$ cat config.mk
export PLATFORM = sky130hd
export DESIGN_NAME = xlat_tlb
export DESIGN_NICKNAME = d
export VERILOG_FILES = /design/src/rtl/xlat_pkg.sv /design/src/rtl/xlat_enc.sv /design/src/rtl/xlat_cam.sv /design/src/rtl/xlat_victim.sv /design/src/rtl/xlat_tlb.sv
export SDC_FILE = /design/constraint.sdc
export NUM_CORES = 2
export LEC_CHECK = 0
export BUFFER_PORTS_ARGS = -buffer_cell sky130_fd_sc_hd__buf_2
export CORE_MARGIN = 2
export CORE_UTILIZATION = 45
export DETAILED_ROUTE_END_ITERATION = 6
export SLEW_MARGIN = 30
export SYNTH_ARGS = -nofsm -noshare
export SYNTH_HDL_FRONTEND = slang
export SYNTH_SLANG_ARGS = --single-unit
$ cat constraint.sdc
create_clock -name clk -period 7.61 [get_ports clk]
set_input_delay 1.522 -clock clk [delete_from_list [all_inputs] [get_ports clk]]
set_output_delay 1.522 -clock clk [all_outputs]
set_load 0.1 [all_outputs]
$ cat src/rtl/xlat_pkg.sv
package xlat_pkg;
  typedef enum logic [1:0] {
    LK_IDLE  = 2'd0,
    LK_HIT   = 2'd1,
    LK_MISS  = 2'd2,
    LK_FAULT = 2'd3
  } lk_res_e;
endpackage

$ cat src/rtl/xlat_enc.sv
// Lowest-index priority encoder.
module xlat_enc #(
  parameter int N  = 16,
  parameter int IW = $clog2(N)
) (
  input  logic [N-1:0]  vec,
  output logic [IW-1:0] idx,
  output logic          any
);
  always_comb begin
    idx = '0;
    any = 1'b0;
    for (int i = N - 1; i >= 0; i--) begin
      if (vec[i]) begin
        idx = IW'(i);
        any = 1'b1;
      end
    end
  end
endmodule

$ cat src/rtl/xlat_cam.sv
// Parallel compare of one key against every entry.
module xlat_cam #(
  parameter int N     = 16,
  parameter int PID_W = 8,
  parameter int VPN_W = 20
) (
  input  logic [N-1:0]            vld,
  input  logic [N-1:0][PID_W-1:0] pid_tab,
  input  logic [N-1:0][VPN_W-1:0] vpn_tab,
  input  logic [PID_W-1:0]        key_pid,
  input  logic [VPN_W-1:0]        key_vpn,
  output logic [N-1:0]            match
);
  for (genvar g = 0; g < N; g++) begin : g_cmp
    assign match[g] = vld[g] && (pid_tab[g] == key_pid) && (vpn_tab[g] == key_vpn);
  end
endmodule

$ cat src/rtl/xlat_victim.sv
// Fill slot choice: existing match, else lowest invalid, else round-robin.
module xlat_victim #(
  parameter int N  = 16,
  parameter int IW = $clog2(N)
) (
  input  logic          clk,
  input  logic          rst_n,
  input  logic [N-1:0]  vld,
  input  logic          fill_en,
  input  logic [N-1:0]  fill_match,
  output logic [IW-1:0] slot,
  output logic [IW-1:0] rr_ptr
);
  logic [IW-1:0] m_idx, inv_idx, rr_q, rr_d;
  logic          m_any, inv_any, rr_adv;

  xlat_enc #(.N(N), .IW(IW)) u_menc (.vec(fill_match), .idx(m_idx),   .any(m_any));
  xlat_enc #(.N(N), .IW(IW)) u_ienc (.vec(~vld),       .idx(inv_idx), .any(inv_any));

  always_comb begin
    if (m_any)        slot = m_idx;
    else if (inv_any) slot = inv_idx;
    else              slot = rr_q;
  end

  assign rr_adv = fill_en && !m_any && !inv_any;

  always_comb begin
    rr_d = rr_q;
    if (rr_adv) begin
      if (rr_q == IW'(N - 1)) rr_d = '0;
      else                    rr_d = rr_q + 1'b1;
    end
  end

  always_ff @(posedge clk or negedge rst_n) begin
    if (!rst_n)      rr_q <= '0;
    else if (rr_adv) rr_q <= rr_d;
  end

  assign rr_ptr = rr_q;
endmodule

$ cat src/rtl/xlat_tlb.sv
module xlat_tlb #(
  parameter int ENTRIES = 16,
  parameter int VA_W    = 32,
  parameter int PA_W    = 32,
  parameter int OFF_W   = 12,
  parameter int PID_W   = 8,
  parameter int PERM_W  = 2,
  parameter int WR_BIT  = 1
) (
  input  logic                  clk,
  input  logic                  rst_n,
  input  logic                  lk_req,
  input  logic                  lk_wr,
  input  logic [VA_W-1:0]       lk_vaddr,
  input  logic [PID_W-1:0]      lk_pid,
  output logic                  lk_hit,
  output logic                  lk_miss,
  output logic                  lk_pfault,
  output logic [PA_W-1:0]       lk_paddr,
  output logic [PERM_W-1:0]     lk_perm,
  output logic                  lk_mod,
  output logic                  lk_ref,
  input  logic                  fill_en,
  input  logic [VA_W-OFF_W-1:0] fill_vpn,
  input  logic [PID_W-1:0]      fill_pid,
  input  logic [PA_W-OFF_W-1:0] fill_pfn,
  input  logic [PERM_W-1:0]     fill_perm,
  input  logic                  flush_en,
  input  logic [PID_W-1:0]      flush_pid
);
  import xlat_pkg::*;

  localparam int VPN_W = VA_W - OFF_W;
  localparam int PFN_W = PA_W - OFF_W;
  localparam int IW    = (ENTRIES > 1) ? $clog2(ENTRIES) : 1;

  // synchronised reset release
  logic [1:0] rs_q;
  logic       rst_sync_n;
  always_ff @(posedge clk or negedge rst_n) begin
    if (!rst_n) rs_q <= 2'b00;
    else        rs_q <= {rs_q[0], 1'b1};
  end
  assign rst_sync_n = rs_q[1];

  // entry storage
  logic [ENTRIES-1:0]             vld_q, vld_d, mod_q, mod_d, ref_q, ref_d;
  logic [ENTRIES-1:0][PID_W-1:0]  pid_q;
  logic [ENTRIES-1:0][VPN_W-1:0]  vpn_q;
  logic [ENTRIES-1:0][PFN_W-1:0]  pfn_q;
  logic [ENTRIES-1:0][PERM_W-1:0] perm_q;

  // lookup path
  logic [ENTRIES-1:0] lk_match, fl_match;
  logic [IW-1:0]      lk_idx, fill_slot, rr_ptr;
  logic               lk_any;
  lk_res_e            lk_res;

  xlat_cam #(.N(ENTRIES), .PID_W(PID_W), .VPN_W(VPN_W)) u_lk_cam (
    .vld(vld_q), .pid_tab(pid_q), .vpn_tab(vpn_q),
    .key_pid(lk_pid), .key_vpn(lk_vaddr[VA_W-1:OFF_W]), .match(lk_match));

  xlat_enc #(.N(ENTRIES), .IW(IW)) u_lk_enc (.vec(lk_match), .idx(lk_idx), .any(lk_any));

  always_comb begin
    lk_res = LK_IDLE;
    if (lk_req) begin
      if (!lk_any)                                 lk_res = LK_MISS;
      else if (lk_wr && !perm_q[lk_idx][WR_BIT])   lk_res = LK_FAULT;
      else                                         lk_res = LK_HIT;
    end
  end

  logic lk_found;
  assign lk_found  = (lk_res == LK_HIT) || (lk_res == LK_FAULT);
  assign lk_hit    = (lk_res == LK_HIT);
  assign lk_miss   = (lk_res == LK_MISS);
  assign lk_pfault = (lk_res == LK_FAULT);
  assign lk_paddr  = {pfn_q[lk_idx], lk_vaddr[OFF_W-1:0]};
  assign lk_perm   = lk_found ? perm_q[lk_idx] : '0;
  assign lk_mod    = lk_found && mod_q[lk_idx];
  assign lk_ref    = lk_found && ref_q[lk_idx];

  // fill slot choice
  xlat_cam #(.N(ENTRIES), .PID_W(PID_W), .VPN_W(VPN_W)) u_fl_cam (
    .vld(vld_q), .pid_tab(pid_q), .vpn_tab(vpn_q),
    .key_pid(fill_pid), .key_vpn(fill_vpn), .match(fl_match));

  xlat_victim #(.N(ENTRIES), .IW(IW)) u_victim (
    .clk(clk), .rst_n(rst_sync_n), .vld(vld_q), .fill_en(fill_en),
    .fill_match(fl_match), .slot(fill_slot), .rr_ptr(rr_ptr));

  // next state of the status bits: access update, then flush, then fill
  always_comb begin
    vld_d = vld_q;
    mod_d = mod_q;
    ref_d = ref_q;
    if (lk_hit) begin
      ref_d[lk_idx] = 1'b1;
      if (lk_wr) mod_d[lk_idx] = 1'b1;
    end
    if (flush_en) begin
      for (int i = 0; i < ENTRIES; i++) begin
        if (pid_q[i] == flush_pid) vld_d[i] = 1'b0;
      end
    end
    if (fill_en) begin
      vld_d[fill_slot] = 1'b1;
      mod_d[fill_slot] = 1'b0;
      ref_d[fill_slot] = 1'b0;
    end
  end

  always_ff @(posedge clk or negedge rst_sync_n) begin
    if (!rst_sync_n) begin
      vld_q <= '0;
      mod_q <= '0;
      ref_q <= '0;
    end else begin
      vld_q <= vld_d;
      mod_q <= mod_d;
      ref_q <= ref_d;
    end
  end

  // payload: no reset, written under the fill enable
  always_ff @(posedge clk) begin
    if (fill_en && rst_sync_n) begin
      pid_q[fill_slot]  <= fill_pid;
      vpn_q[fill_slot]  <= fill_vpn;
      pfn_q[fill_slot]  <= fill_pfn;
      perm_q[fill_slot] <= fill_perm;
    end
  end
endmodule

## After elaboration in Yosys (flattened, before gate mapping)

Index checks and enable logic that the tools add are counted.

| storage, ports and cells | value |
|---|---|
| register bits after elaboration | 854 |
| input bits | 104 |

| operators by class | value |
|---|---|
| add/subtract/negate cells | 1 |
| order comparisons | 4 |
| eq/ne operators | 84 |
| muxes and demuxes | 148 |
| bitwise logic cells | 7 |
| reduce and logical (&&, ||, !) cells | 76 |

Operators with widths:

| kind | number |
|---|---|
| bitwise mux 320 bit | 2 |
| == test 20 bit | 32 |
| == test 8 bit | 48 |
| 2-to-1 mux 4 bit | 51 |
| bitwise mux 128 bit | 1 |
| 2-to-1 mux 16 bit | 7 |
| binary-select mux 20 bit (select 4 bit) | 1 |
| demux 20 bit (select 4 bit) | 1 |
| logical AND 1 bit | 72 |
| 2-to-1 mux 1 bit | 68 |
| OR 16 bit | 3 |
| 2-to-1 mux 20 bit | 2 |
| bitwise AND 16 bit | 2 |
| bitwise mux 32 bit | 1 |
| demux 8 bit (select 4 bit) | 1 |
| NOT 16 bit | 2 |
| 2-to-1 mux 2 bit | 6 |
| < comparator 4 x 5 -> 1 bit (second input constant) | 2 |
| binary-select mux 1 bit (select 4 bit) | 2 |
| binary-select mux 2 bit (select 4 bit) | 1 |
| demux 1 bit (select 4 bit) | 2 |
| demux 2 bit (select 4 bit) | 1 |
| >= comparator 4 x 1 -> 1 bit (second input constant) | 2 |
| 2-to-1 mux 8 bit | 1 |
| other kinds (6) | 9 |

## Longest topological paths before layout

| logic depth | value |
|---|---|
| depth after elaboration | 30 |
| gate-level depth with buffers | 16 |

## Cells and area by module

From an unflattened synthesis, not the netlist that was laid out.

| second synthesis, totals | value |
|---|---|
| cells, all modules | 2874 |
| area, all modules | 42437.0 µm² |

By module, submodules not included:

| module | times used | cells an instance | area each (µm²) |
|---|---|---|---|
| xlat_tlb | 1 | 1402 | 30739.5 |
| xlat_cam | 2 | 664 | 5402.7 |
| xlat_enc | 3 | 33 | 178.9 |
| xlat_victim | 1 | 45 | 355.3 |

## Worst setup path before layout

Ideal clock, no wire load.

| timing | value |
|---|---|
| path kind | input to register |
| from | input port fill_vpn[14] |
| to | register perm_q[12] (netlist name), enable pin |
| setup time | 0.582 ns |
| arrival | 9.057 ns |
| slack | -2.029 ns |
| cell stages on the path | 13 |
| path buffers | 3 |
| path through | buf_2 -> xnor2_1 -> nand4_1 -> or4b_1 -> or4_1 -> a211o_1 -> a31oi_1 -> o31a_1 -> nor2_1 -> or2_1 -> clkbuf_1 -> clkbuf_1 -> nor4_1 |

RTL lines:

| what | RTL line | text |
|---|---|---|
| start: declaration | xlat_tlb.sv:24 | `input logic [VA_W-OFF_W-1:0] fill_vpn,` |
| end signal: indexed assignment | xlat_tlb.sv:132 | `perm_q[fill_slot] <= fill_perm;` |
| end: declaration | xlat_tlb.sv:51 | `logic [ENTRIES-1:0][PERM_W-1:0] perm_q;` |

## Worst setup path in the final report

| timing | value |
|---|---|
| from | input port lk_vaddr[31] |
| to | output port lk_perm[0] |

| between the ends | value |
|---|---|
| longest elaborated chain between the ends | 28 |
| elaborated cells between the ends (all ways) | 75 |

Ends and longest elaborated chain:

| what | RTL line | text |
|---|---|---|
| start: declaration | xlat_tlb.sv:14 | `input logic [VA_W-1:0] lk_vaddr,` |
| == test 20 bit | xlat_cam.sv:15 | `assign match[g] = vld[g] && (pid_tab[g] == key_pid) && (vpn_tab[g] == key_vpn);` |
| logical AND 1 bit | xlat_cam.sv:15 |  |
| 2-to-1 mux 4 bit (16 in a row) | xlat_enc.sv:14 | `if (vec[i]) begin` |
| binary-select mux 2 bit (select 4 bit) | xlat_tlb.sv:69, xlat_tlb.sv:80 |  |
| 2-to-1 mux 2 bit (implied by the code) | xlat_tlb.sv:69, xlat_tlb.sv:80 |  |
| logical NOT 1 bit | xlat_tlb.sv:69 | `else if (lk_wr && !perm_q[lk_idx][WR_BIT]) lk_res = LK_FAULT;` |
| logical AND 1 bit | xlat_tlb.sv:69 |  |
| 2-to-1 mux 2 bit | xlat_tlb.sv:69 |  |
| 2-to-1 mux 2 bit | xlat_tlb.sv:68 | `if (!lk_any) lk_res = LK_MISS;` |
| 2-to-1 mux 2 bit | xlat_tlb.sv:67 | `if (lk_req) begin` |
| == test 2 x 1 -> 1 bit / == test 2 bit (equally long branches) | xlat_tlb.sv:75 | `assign lk_found = (lk_res == LK_HIT) \|\| (lk_res == LK_FAULT);` |
| logical OR 1 bit | xlat_tlb.sv:75 |  |
| 2-to-1 mux 2 bit (*) | xlat_tlb.sv:80 | `assign lk_perm = lk_found ? perm_q[lk_idx] : '0;` |
| end: declaration | xlat_tlb.sv:20 | `output logic [PERM_W-1:0] lk_perm,` |

Every way passes the cells marked *; elsewhere a longest branch is shown, timed or not. The select of a mux whose other input is x is not followed.

==> impl_table.tex <==
\begin{tabular}{lr}
\hline
Metric & Value \\
\hline
\multicolumn{2}{l}{\textbf{Status}} \\
\quad Outcome & finished, violations left \\
\quad Failing checks & DRC \\
\multicolumn{2}{l}{\textbf{STA}} \\
\quad Setup repair after global routing missed its margin & no \\
\quad Least-Margin Pin Slew & 1.01 ns \\
\quad Relative slew slack & 32.5\% \\
\quad Share of the clock period used by the worst path & 97.4\% \\
\quad Fin Clk Skew & 0.0248 ns \\
\quad Slew Limit Fails & 0 \\
\quad Setup violations, final & 0 \\
\quad Number of endpoints with negative hold slack in the final report & 0 \\
\quad Highest attainable clock frequency & between 100 and 150 MHz \\
\quad Final min period & about 7.4 ns \\
\multicolumn{2}{l}{\textbf{CTS}} \\
\quad Maximum root-to-sink buffer count & 3 \\
\quad Number of hold buffers added after cts & 0 \\
\quad CTS H-tree depth & 3 \\
\quad Clk Latency, worst-skew pair & just over 0.7 ns \\
\quad Clock sink count & approximately 850 \\
\quad Cts bufs inserted & a little under 100 \\
\quad Library cell used as clock root buffer & clkbuf\_16 \\
\quad TritonCTS clock tree & done \\
\quad Clock slew at the register clock pins of the worst setup and hold paths & about 0.060 ns \\
\multicolumn{2}{l}{\textbf{Finish}} \\
\quad Fraction of the core area covered by cells at the end of the flow & 52.5\% \\
\quad Cell area after layout & 52800 um\^{}2 \\
\quad Layout cell share with drive strength beyond 1 & 15.6\% \\
\quad Nets & 4031 \\
\quad Cell Count, Final, Fillers Out & 5366 \\
\quad Layout-stage area growth over the synthesis result & 15.4\% \\
\multicolumn{2}{l}{\textbf{Hold path}} \\
\quad Min-delay worst type & register to asynchronous set/reset pin \\
\multicolumn{2}{l}{\textbf{Pwr}} \\
\quad Total power density per cell area & 268 nW/um\^{}2 \\
\quad Worst vdd ir & 251 uV \\
\quad Static leakage power & 0.0171 uW \\
\multicolumn{2}{l}{\textbf{Setup path}} \\
\quad Crit Path Class & input port to output port \\
\quad Startpoint types & input port \\
\quad Required arrival time at the worst endpoint & 6.09 ns \\
\quad Timing startpoint of the critical path & lk\_vaddr[31] \\
\quad Worst Path Max Fanout & 56 \\
\quad CP Capture Type & output port \\
\quad Signal arrival time at the worst endpoint & approximately 6 ns \\
\quad Startpoint of the worst register-to-register path & vpn\_q[308]\$\_DFFE\_PP\_ \\
\multicolumn{2}{l}{\textbf{Place}} \\
\quad Port Buf Inserts & roughly 120 \\
\quad Cell area after placement & a little under 50000 um\^{}2 \\
\quad Final RePlAce weighted congestion & 0.992 \\
\quad Cells after DPL & slightly above 5000 \\
\quad Dpl hpwl & 120000 um \\
\multicolumn{2}{l}{\textbf{Logic synthesis}} \\
\quad Share of Yosys cell area claimed by the top area cell type & 52.5\% \\
\quad Async set or reset register ratio after synthesis & 6.32\% \\
\quad Post-synthesis instance area & 45700 um\^{}2 \\
\quad Total number of yosys warnings & 0 \\
\quad Syn Nets & 3811 \\
\quad Most frequent cells after synthesis & edfxtp\_1 (800), xnor2\_1 (649), xor2\_1 (358), nand4\_1 (297), nand2\_1 (170) \\
\quad Sequential area share after synthesis & 55.5\% \\
\quad Number of flops mapped to enable cells by yosys & 800 \\
\quad Most common cell in the synthesized netlist & edfxtp\_1 \\
\quad Number of instances in the synthesized netlist & 3706 \\
\quad Average cell area after synthesis & 12.3 um\^{}2 \\
\quad Synth Flop Type & edfxtp\_1 \\
\quad Cell variety after synth & 79 \\
\quad Register bit count reported by yosys & roughly 850 \\
\quad Synth area leaders & edfxtp\_1 (53\%), xnor2\_1 (12\%), xor2\_1 (6.9\%), nand4\_1 (4.1\%), dfrtp\_1 (3.0\%) \\
\quad Synth area leader & edfxtp\_1 \\
\multicolumn{2}{l}{\textbf{Detailed routing}} \\
\quad First-iteration detailed-routing DRC count & 4376 \\
\quad First-pass iteration count of the detailed router & 7 \\
\quad Count of vias placed by the detailed router & 33848 \\
\quad Via count normalized by instance count & approximately 6.3 \\
\quad DRC Markers & 2 \\
\quad Post-detailed-route count of antenna-violating nets & 0 \\
\quad Post-Route WL & 179000 um \\
\quad Average routed wire per standard cell & 33.4 um \\
\multicolumn{2}{l}{\textbf{Floorplanning}} \\
\quad Ports placed on the boundary & 143 \\
\quad Die footprint & 104000 um\^{}2 \\
\quad Starting utilization of the core area & 45.5\% \\
\quad Num rows & 116 \\
\quad Horizontal die dimension & 323 um \\
\quad Die span in y & between 300 and 400 um \\
\quad Placeable core region & between 100000 and 150000 um\^{}2 \\
\multicolumn{2}{l}{\textbf{Global routing}} \\
\quad Initial antenna violation count & 8 \\
\quad Total global routing track utilization & 34.1\% \\
\quad Total congestion overflow & 0 \\
\quad Via count of the first global-routing pass & 32584 \\
\quad Wire length of the first global-routing pass & 249000 um \\
\quad Largest net degree at the start of global routing & 57 \\
\multicolumn{2}{l}{\textbf{Job}} \\
\quad Max-Cap Viols & 0 \\
\hline
\end{tabular}
## cell families after synthesis
family / count (synthesis) / share of synthesized area (%)
flip-flops: 854 / 55.5
multiplexers: 195 / 4.45
XOR/XNOR: 1007 / 19.3
adder cells (fa/ha/maj): 1 / 0.0274
other: 1 / 0.00820
buffers and inverters: 263 / 2.71
AO/OA/AOI/OAI: 317 / 4.74
AND/OR/NAND/NOR: 1068 / 13.3
## report_power, final
group          switching, uW  internal, uW
logic                   2240          1000
clock network           2010          2680
registers                429          5790
total                   4680          9470
## flip-flops by register name, summed over array words and instances (netlist names)
name and count:
mod_q 16, perm_q 32, pfn_q 320, pid_q 128, ref_q 16, rs_q 2
u_victim.rr_ptr 4, vld_q 16, vpn_q 320
## layer usage
layer	share of wire, %	GRT usage, %	up-vias	wire (um)
met4	5.4	16.8	2	9700
met2	43	50.7	2122	76900
met5	0.0089	0	-	16
met3	11	8.39	469	19300
li1	-	-	14308	-
met1	41	46.6	16947	73200
## cells in the final DEF (no fill, tap or decap), types with 16 or more instances in the layout
cell       instances
dfrtp_1           53
buf_12            53
clkbuf_16         99
buf_4            193
o21ai_0           93
nand2b_1          45
xor2_1           358
o211ai_1          37
nand2_1          170
nor2_1            52
mux2i_1          129
buf_2            100
xnor2_1          649
o22ai_1           16
clkbuf_1          19
nand4_1          297
nor4_1           155
inv_1             37
a21boi_0          24
or2_2             26
o221ai_1          23
nand3_1          117
edfxtp_1         800
mux2_2            65
and4_1            16
a21oi_1           21
clkinv_2          26
nor3b_1           25
nor3_1            56
## path summary, 6_finish.rpt
kind / cells past startpoint / slack (ns) / to
max reg2reg: 13 / 2.40 / ref_q[15]$_DFF_PN0_
max: 18 / 0.20 / lk_perm[0]
max in group asynchronous: 1 / 6.42 / vld_q[10]$_DFF_PN0_
min: 0 / 0.11 / ref_q[3]$_DFF_PN0_
min reg2reg: 0 / 0.11 / ref_q[3]$_DFF_PN0_
min in group clk: 0 / 0.36 / rs_q[1]$_DFF_PN0_
## cell type report
class / count / area [um^2]
clock inverters: 61 / 609
fillers: 8752 / 47700
repair buffers: 347 / 3020
flip-flops and latches: 854 / 25400
well taps: 1357 / 1700
clock buffers: 119 / 2560
diodes: 2 / 5.00
inverters: 37 / 139
multi-input cells: 2589 / 19400
## what timing repair did
item / in CTS / in global routing
setup buffers: 0 / 3
gates resized for setup: 0 / 1
hold endpoints to repair: 0 / 0
setup endpoints to repair: 0 / 2
## per-stage QoR
| stage | power, uW | worst slack, ns | TNS [ns] | hold slack (ns) |
|---|---|---|---|---|
| 2_1_floorplan | 8110 | -2.03 | -689.57 | 0.331 |
| 3_3_place_gp | 9450 | 0.141 | 0 | 0.108 |
| 3_5_place_dp | 9460 | 0.0478 | 0 | 0.105 |
| 4_1_cts | 14100 | 0.0208 | 0 | 0.107 |
| 5_1_grt | 14600 | 0.126 | 0 | 0.112 |
| 6_report | 14100 | 0.198 | 0 | 0.107 |
## worst max-delay path, cell delays in order
cell       delay, ns
buf_2           0.14
buf_4           0.56
xnor2_1         0.19
nand2_1         0.13
nor4b_1         0.35
buf_4           0.19
a311oi_1        0.18
o2111ai_1       0.40
a31oi_1         0.19
buf_4           0.19
nor2_4          0.22
buf_12          0.31
buf_4           0.20
mux2_2          0.34
a2bb2oi_1       0.13
a21oi_1         0.27
buf_4           0.19
buf_12          0.17
No activity file was read; power rests on OpenSTA's default activity.
